File: src/rtl/dpf_pkg.sv
package dpf_pkg;
   typedef enum logic [1:0] {
      SZ_BYTE = 2'd0,
      SZ_HALF = 2'd1,
      SZ_WORD = 2'd2,
      SZ_WIDE = 2'd3
   } item_size_e;

   typedef enum logic [1:0] {
      BL_ONE = 2'd0,
      BL_B4  = 2'd1,
      BL_B8  = 2'd2,
      BL_B16 = 2'd3
   } burst_len_e;

   function automatic logic [4:0] burst_beats(input logic [1:0] code);
      case (burst_len_e'(code))
         BL_ONE:  return 5'd1;
         BL_B4:   return 5'd4;
         BL_B8:   return 5'd8;
         default: return 5'd16;
      endcase
   endfunction
endpackage

File: src/rtl/dpf_cfg_check.sv
module dpf_cfg_check #(
   parameter int DEPTH_B = 16,
   parameter int CNT_W   = 5
) (
   input  logic             clk,
   input  logic             rst_n,
   input  logic             flush,
   input  logic             en_req,
   input  logic             en_clr,
   input  logic             err_clr,
   input  logic             direct_mode,
   input  logic [1:0]       thr_sel,
   input  logic [1:0]       burst_sel,
   input  logic [CNT_W-1:0] dst_nb,
   output logic [CNT_W-1:0] thr_nb,
   output logic             stream_en,
   output logic             fifo_err
);
   import dpf_pkg::*;

   localparam int QUARTER = DEPTH_B / 4;
   localparam int BW      = CNT_W + 5;

   logic [BW-1:0] burst_nb;
   logic          cfg_ok;
   logic          en_q;
   logic          err_q;

   always_comb begin
      case (thr_sel)
         2'd0:    thr_nb = CNT_W'(QUARTER);
         2'd1:    thr_nb = CNT_W'(2 * QUARTER);
         2'd2:    thr_nb = CNT_W'(3 * QUARTER);
         default: thr_nb = CNT_W'(DEPTH_B);
      endcase
      burst_nb = BW'(burst_beats(burst_sel)) * BW'(dst_nb);
      cfg_ok   = direct_mode || ((BW'(thr_nb) % burst_nb) == '0);
   end

   always_ff @(posedge clk or negedge rst_n) begin
      if (!rst_n) begin
         en_q  <= 1'b0;
         err_q <= 1'b0;
      end else begin
         if (en_clr)      en_q <= 1'b0;
         else if (en_req) en_q <= cfg_ok;

         if (flush)                  err_q <= 1'b0;
         else if (en_req && !cfg_ok) err_q <= 1'b1;
         else if (err_clr)           err_q <= 1'b0;
      end
   end

   assign stream_en = en_q;
   assign fifo_err  = err_q;

   AST_ERR_DISABLES: assert property (@(posedge clk) disable iff (!rst_n)
      $rose(err_q) |-> !en_q);
   AST_ERR_STICKY: assert property (@(posedge clk) disable iff (!rst_n)
      (err_q && !err_clr && !flush) |=> err_q);
endmodule

File: src/rtl/dpf_byte_store.sv
module dpf_byte_store #(
   parameter int LANES   = 4,
   parameter int DEPTH_B = 16,
   parameter int PTR_W   = 4,
   parameter int CNT_W   = 5
) (
   input  logic               clk,
   input  logic               rst_n,
   input  logic               flush,
   input  logic               wr_fire,
   input  logic [CNT_W-1:0]   wr_nb,
   input  logic [8*LANES-1:0] wr_data,
   input  logic               rd_fire,
   input  logic [CNT_W-1:0]   rd_show,
   output logic [8*LANES-1:0] rd_data
);
   logic [7:0]       mem [DEPTH_B];
   logic [PTR_W-1:0] wp;
   logic [PTR_W-1:0] rp;

   always_ff @(posedge clk or negedge rst_n) begin
      if (!rst_n) begin
         wp <= '0;
         rp <= '0;
      end else if (flush) begin
         wp <= '0;
         rp <= '0;
      end else begin
         if (wr_fire) wp <= wp + PTR_W'(wr_nb);
         if (rd_fire) rp <= rp + PTR_W'(rd_show);
      end
   end

   always_ff @(posedge clk) begin
      if (wr_fire && !flush) begin
         for (int i = 0; i < LANES; i++) begin
            if (CNT_W'(i) < wr_nb) mem[wp + PTR_W'(i)] <= wr_data[8*i +: 8];
         end
      end
   end

   for (genvar g = 0; g < LANES; g++) begin : g_rd_lane
      assign rd_data[8*g +: 8] = (CNT_W'(g) < rd_show) ? mem[rp + PTR_W'(g)] : 8'h00;
   end
endmodule

File: src/rtl/dpf_level.sv
module dpf_level #(
   parameter int DEPTH_B = 16,
   parameter int CNT_W   = 5
) (
   input  logic             clk,
   input  logic             rst_n,
   input  logic             flush,
   input  logic             wr_fire,
   input  logic [CNT_W-1:0] wr_nb,
   input  logic             rd_fire,
   input  logic [CNT_W-1:0] rd_nb,
   output logic [CNT_W-1:0] count,
   output logic [2:0]       band
);
   localparam int QUARTER = DEPTH_B / 4;

   logic [CNT_W-1:0] cnt_q;

   always_ff @(posedge clk or negedge rst_n) begin
      if (!rst_n)     cnt_q <= '0;
      else if (flush) cnt_q <= '0;
      else            cnt_q <= cnt_q + (wr_fire ? wr_nb : '0) - (rd_fire ? rd_nb : '0);
   end

   assign count = cnt_q;
   assign band  = 3'(cnt_q / CNT_W'(QUARTER));

   AST_CNT_BOUND: assert property (@(posedge clk) disable iff (!rst_n)
      int'(cnt_q) <= DEPTH_B);
   AST_NO_OVERFLOW: assert property (@(posedge clk) disable iff (!rst_n)
      wr_fire |-> (int'(cnt_q) + int'(wr_nb) <= DEPTH_B));
   AST_POP_LEGAL: assert property (@(posedge clk) disable iff (!rst_n)
      rd_fire |-> (rd_nb <= cnt_q && rd_nb != '0));
   AST_FLUSH_EMPTY: assert property (@(posedge clk) disable iff (!rst_n)
      flush |=> cnt_q == '0);
endmodule

File: src/rtl/dma_pack_fifo.sv
module dma_pack_fifo #(
   parameter int LANES = 4,
   parameter int WORDS = 4
) (
   input  logic               clk,
   input  logic               rst_n,
   input  logic               flush,
   input  logic               en_req,
   input  logic               en_clr,
   input  logic               err_clr,
   input  logic               direct_mode,
   input  logic [1:0]         thr_sel,
   input  logic [1:0]         burst_sel,
   input  logic [1:0]         src_size,
   input  logic [1:0]         dst_size,
   input  logic               s_valid,
   input  logic [8*LANES-1:0] s_data,
   output logic               s_ready,
   input  logic               d_pop,
   output logic               d_valid,
   output logic [8*LANES-1:0] d_data,
   output logic               d_req,
   input  logic               xfer_done,
   output logic               stream_en,
   output logic               fifo_err,
   output logic [2:0]         fill_band
);
   localparam int         DEPTH_B = LANES * WORDS;
   localparam int         PTR_W   = $clog2(DEPTH_B);
   localparam int         CNT_W   = $clog2(DEPTH_B + 1);
   localparam logic [1:0] SZ_MAX  = 2'($clog2(LANES));

   if (LANES < 1 || (LANES & (LANES - 1)) != 0) begin : g_bad_lanes
      $error("LANES must be a power of two");
   end
   if (WORDS < 4 || (WORDS % 4) != 0) begin : g_bad_words
      $error("WORDS must be a positive multiple of four");
   end

   function automatic logic [CNT_W-1:0] size_nb(input logic [1:0] code);
      return (code >= SZ_MAX) ? CNT_W'(LANES) : (CNT_W'(1) << code);
   endfunction

   logic [CNT_W-1:0] src_nb, dst_nb, thr_nb, count, free_nb, show_nb;
   logic             has_res, wr_fire, rd_fire;

   assign src_nb  = size_nb(src_size);
   assign dst_nb  = size_nb(dst_size);
   assign free_nb = CNT_W'(DEPTH_B) - count;
   assign show_nb = (count < dst_nb) ? count : dst_nb;
   assign has_res = xfer_done && (count != '0);

   assign s_ready = stream_en && !flush &&
                    (direct_mode ? (count == '0) : (free_nb >= src_nb));
   assign d_valid = !flush && ((count >= dst_nb) || has_res);
   assign d_req   = stream_en && !flush &&
                    (direct_mode ? d_valid : ((count >= thr_nb) || has_res));
   assign wr_fire = s_valid && s_ready;
   assign rd_fire = d_pop && d_valid;

   dpf_cfg_check #(.DEPTH_B(DEPTH_B), .CNT_W(CNT_W)) u_cfg (
      .clk(clk), .rst_n(rst_n), .flush(flush), .en_req(en_req), .en_clr(en_clr),
      .err_clr(err_clr), .direct_mode(direct_mode), .thr_sel(thr_sel),
      .burst_sel(burst_sel), .dst_nb(dst_nb), .thr_nb(thr_nb),
      .stream_en(stream_en), .fifo_err(fifo_err)
   );

   dpf_byte_store #(.LANES(LANES), .DEPTH_B(DEPTH_B), .PTR_W(PTR_W), .CNT_W(CNT_W)) u_store (
      .clk(clk), .rst_n(rst_n), .flush(flush), .wr_fire(wr_fire), .wr_nb(src_nb),
      .wr_data(s_data), .rd_fire(rd_fire), .rd_show(show_nb), .rd_data(d_data)
   );

   dpf_level #(.DEPTH_B(DEPTH_B), .CNT_W(CNT_W)) u_level (
      .clk(clk), .rst_n(rst_n), .flush(flush), .wr_fire(wr_fire), .wr_nb(src_nb),
      .rd_fire(rd_fire), .rd_nb(show_nb), .count(count), .band(fill_band)
   );

   AST_REQ_NEEDS_EN: assert property (@(posedge clk) disable iff (!rst_n)
      d_req |-> stream_en);
endmodule

File: config.mk
export PLATFORM = sky130hd
export DESIGN_NAME = dma_pack_fifo
export DESIGN_NICKNAME = d
export VERILOG_FILES = /design/src/rtl/dpf_pkg.sv /design/src/rtl/dpf_cfg_check.sv /design/src/rtl/dpf_byte_store.sv /design/src/rtl/dpf_level.sv /design/src/rtl/dma_pack_fifo.sv
export SDC_FILE = /design/constraint.sdc
export NUM_CORES = 1
export LEC_CHECK = 0
export ABC_CLOCK_PERIOD_IN_PS = 3900
export BUFFER_PORTS_ARGS = -buffer_cell sky130_fd_sc_hd__buf_2
export CORE_ASPECT_RATIO = 1.25
export CORE_MARGIN = 8
export CORE_UTILIZATION = 33
export CTS_CLUSTER_SIZE = 40
export DETAILED_ROUTE_END_ITERATION = 12
export PLACE_DENSITY_LB_ADDON = 0.3
export SYNTH_ARGS = -nofsm -noshare
export SYNTH_HDL_FRONTEND = slang
export SYNTH_SLANG_ARGS = --single-unit
File: constraint.sdc
create_clock -name clk -period 3.9 [get_ports clk]
set_input_delay 0.78 -clock clk [delete_from_list [all_inputs] [get_ports clk]]
set_output_delay 0.78 -clock clk [all_outputs]
set_load 0.05 [all_outputs]
==> metrics <==
Syn Inst Count=1,816; die outline height=274 µm; run status=finished, violations left; post-detailed-route DRC marker count=0; maximum VDD drop=396 µV; First DRT Iteration DRCs=1,439; ranking of synthesized cells by area=edfxtp_1 (22%), mux4_2 (16%), mux2i_1 (8.2%); Die Width=222 µm; nets=2,357; H-tree levels=4; final worst setup slack=-11.05 ns; final core area utilization=45.7%; most used cell, CP=o21a_1; via count=17,523; Post-Synth XOR/XNOR Area=2.44%; endpoint type of the worst setup path=flop; Max-Cap Viols=0; relative slew slack=57.4%; count of buffering cells on the critical path with inverters included=7; clock latency at the later pin of the worst-skew pair=0.43 ns; time the worst path needs with I/O delays and setup=14.95 ns; sort of element at the start of the critical path=input pin; basic-gate share of the synthesized area counting and, or, nand and nor cells=14.1%; Slowest Stage Delay on Critical Path=0.55 ns; type of the worst setup path=in2reg; leftover overflow at the end of global routing=0; global route hottest layer=met2; leak pwr=9.53 nW; clock sink count=143; met3 Track Usage GR=3.37%; die area=60,900 µm²; Post-synth EDFFs=128; synthesized area divided by synthesized cell count=9.67 µm²; fraction of final layout cells with drive strength greater than 1=40.0%; Avg WL per Cell=26.5 µm; site row count=94; distinct cell type count after synthesis=83; area of the placeable core=52,600 µm²; arrival time worst endpoint=15.29 ns; RSZ-0062 raised after global routing=yes; hold-fix buffer count after cts=0; Most used DFF post-synth=edfxtp_1; area fraction in compound gates after synthesis=18.4%; Worst-path clk slew=0.07 ns; met1 layer usage reported by global route=28.3%; Final Hold Violating Endpoints=0; Pwr per Cell Area=517 nW/µm²; most common library cell in the layout ignoring fill and taps=buf_4; Total Routing Usage GR=24.1%; wire length of the first global-routing pass=111,000 µm; number of antenna violations at the first check in global routing=2; Clock Tree Buf Depth=2; number of register bits inferred by synthesis=143; synthesized cell area=17,600 µm²; measured slew at the worst slew-check pin=0.638 ns; power consumption=12.4 mW; Synth Area in Adders=8.77%; total count of max-transition violations in the final report=0; number of top-level pins=90; Max Clk Rate=66.9 MHz; number of warnings printed during yosys synthesis=0; final weighted congestion in routability-driven placement=1.02; maximum number of pins on one net before global-route repair=57; critical path peak fanout=6; grt met2 use=40.9%; diode insertion count for antenna repair=0; violations in the final reports=setup timing; dominant combinational cell family by area after synthesis=multiplexers; highest-count cells in the layout ignoring fill and taps=buf_4 (336), nor2_1 (196), mux2i_1 (138); final clock period utilization by the worst path=383%; Req. time, crit path=4.25 ns; number of search-and-repair iterations in the first detailed-routing pass=5; CP delay by family, top=compound AO/OA/AOI/OAI gates; CP max stage cell=fa_1; wire length reported by the detailed router=76,000 µm; Num CTS Buffers=17; library cell used as clock root buffer=clkbuf_16; Synth async-reset ratio=10.5%; worst hold path type=in2async; fraction of the yosys area taken by sequential cells=24.0%; share of the synthesized area in the top cell type=21.9%; number of global-route vias before repair=17,432; Final Setup Violations=26; clock tree from TritonCTS=built; number of vias per cell after detailed routing=6.10; cell accounting for the most synthesized area=edfxtp_1; portion of netlist area occupied by mux cells=28.1%; Clock Skew=0.0133 ns; total of fill cells in the finished design=4,865; post-synthesis to final-layout area growth=36.8%; I/O Buffers=89; half-perimeter wire length after detailed placement=56,400 µm; number of routed nets with antenna violations=0; initial core utilization=33.4%
-- synth_stat cells, types with 3 or more instances --
cell type  instances
edfxtp_1         128
o31ai_1            9
fa_1              10
a211oi_1         100
and2_1            10
nand3_1           30
nand2b_1          14
a211o_1            4
a21o_1            81
nor3_2             3
o41ai_1            4
dfrtp_1           15
o21ai_0           39
nor4_1             5
a31oi_1           17
a21boi_0           5
nor2_2             5
nand4_1            5
o21a_1            20
a21oi_1          111
buf_2              8
mux2i_1          143
o21bai_1           4
o22ai_1           28
buf_1             13
nor3b_1            4
nor2b_1           30
nand2_1           96
mux4_2           128
inv_1             54
xnor2_1           27
buf_4              4
mux2_2            52
clkbuf_1         103
ha_1             107
nor2_1           213
xor2_1            22
or4_1              7
or3_1             24
o211ai_1          15
and3_1            12
nor3_1            48
or2_2              4
-- path summary, 6_finish.rpt --
check	end	slack (ns)	start	cells after the start
max in group asynchronous	u_store.rp[1]	3.25	rst_n	1
worst min register to register	u_store.wp[2]	0.58	u_store.wp[2]	2
worst max register to register	u_store.mem[11][6]	0.22	u_level.count[0]	13
worst max-delay path	u_cfg.stream_en	-11.05	burst_sel[0]	73
worst min-delay path	u_store.wp[3]	0.29	rst_n	1
min in group clk	u_cfg.stream_en	0.51	en_clr	2
-- repair_timing --
action,CTS,global route
setup endpoints to repair,35,39
pin swaps,54,65
buffers inserted,36,20
gates resized for setup,133,124
endpoints found under the hold margin,0,0
-- worst register-to-register path, delay by kind of cell, from the launching register on --
kind	cells	cell delay (ns)
xor gates and xnor gates	1	0.11
muxes	1	0.10
AOI/OAI and AO/OA	3	0.80
buffers and inverters	3	0.62
and+or+nand+nor	3	0.85
DFF	1	0.38
adders and majority gates	2	0.56
-- cell type report --
type | instances | area (µm²) | share of cell area [%]
well taps | 672 | 841 | 3.50
flip-flops and latches | 143 | 4230 | 17.6
multi-input cells | 1498 | 14000 | 58.4
inverters | 55 | 220 | 0.917
repair buffers | 475 | 4120 | 17.2
clock inverters | 13 | 146 | 0.610
clock buffers | 18 | 429 | 1.79
-- kinds of logic (layout without fill, tap and decap cells) --
logic type,count (synthesis),in the layout
other cells,2,11
simple gates,524,524
buf+inv,184,561
compound gates,472,472
fa+ha+maj,117,117
xor+xnor,49,49
flops,143,143
mux,325,325
-- stage by stage --
step | setup WS [ns] | TNS (ns) | instance area (µm²) | std cells | hold slack, ns
6_report | -11.05 | -23.88 | 24000 | 2874 | 0.290
5_1_grt | -11.65 | -27.76 | 24000 | 2874 | 0.312
4_1_cts | -10.94 | -21.84 | 23300 | 2854 | 0.299
3_5_place_dp | -11.89 | -28.91 | 21900 | 2787 | 0.573
3_3_place_gp | -11.48 | -26.53 | 21900 | 2787 | 0.530
2_1_floorplan | -11.33 | -22.59 | 18200 | 1825 | 0.484
-- sequential cells by signal, indices dropped and copies added, names as in the netlist --
register         flops
u_cfg.fifo_err       1
u_cfg.stream_en      1
u_level.count        5
u_store.mem        128
u_store.rp           4
u_store.wp           4
-- power by group --
part           internal [mW]  switching [mW]  leakage, nW
clock network          0.992           0.651        0.272
logic                   4.13            4.81         7.91
registers               1.72           0.113         1.35
-- metal layers --
metal / wire length [µm] / part of all wire, %
met1: 28900 / 38
met3: 4910 / 6.5
met5: 17 / 0.022
met4: 5730 / 7.5
met2: 36500 / 48
Note: power is estimated with default switching activity, not from simulation.
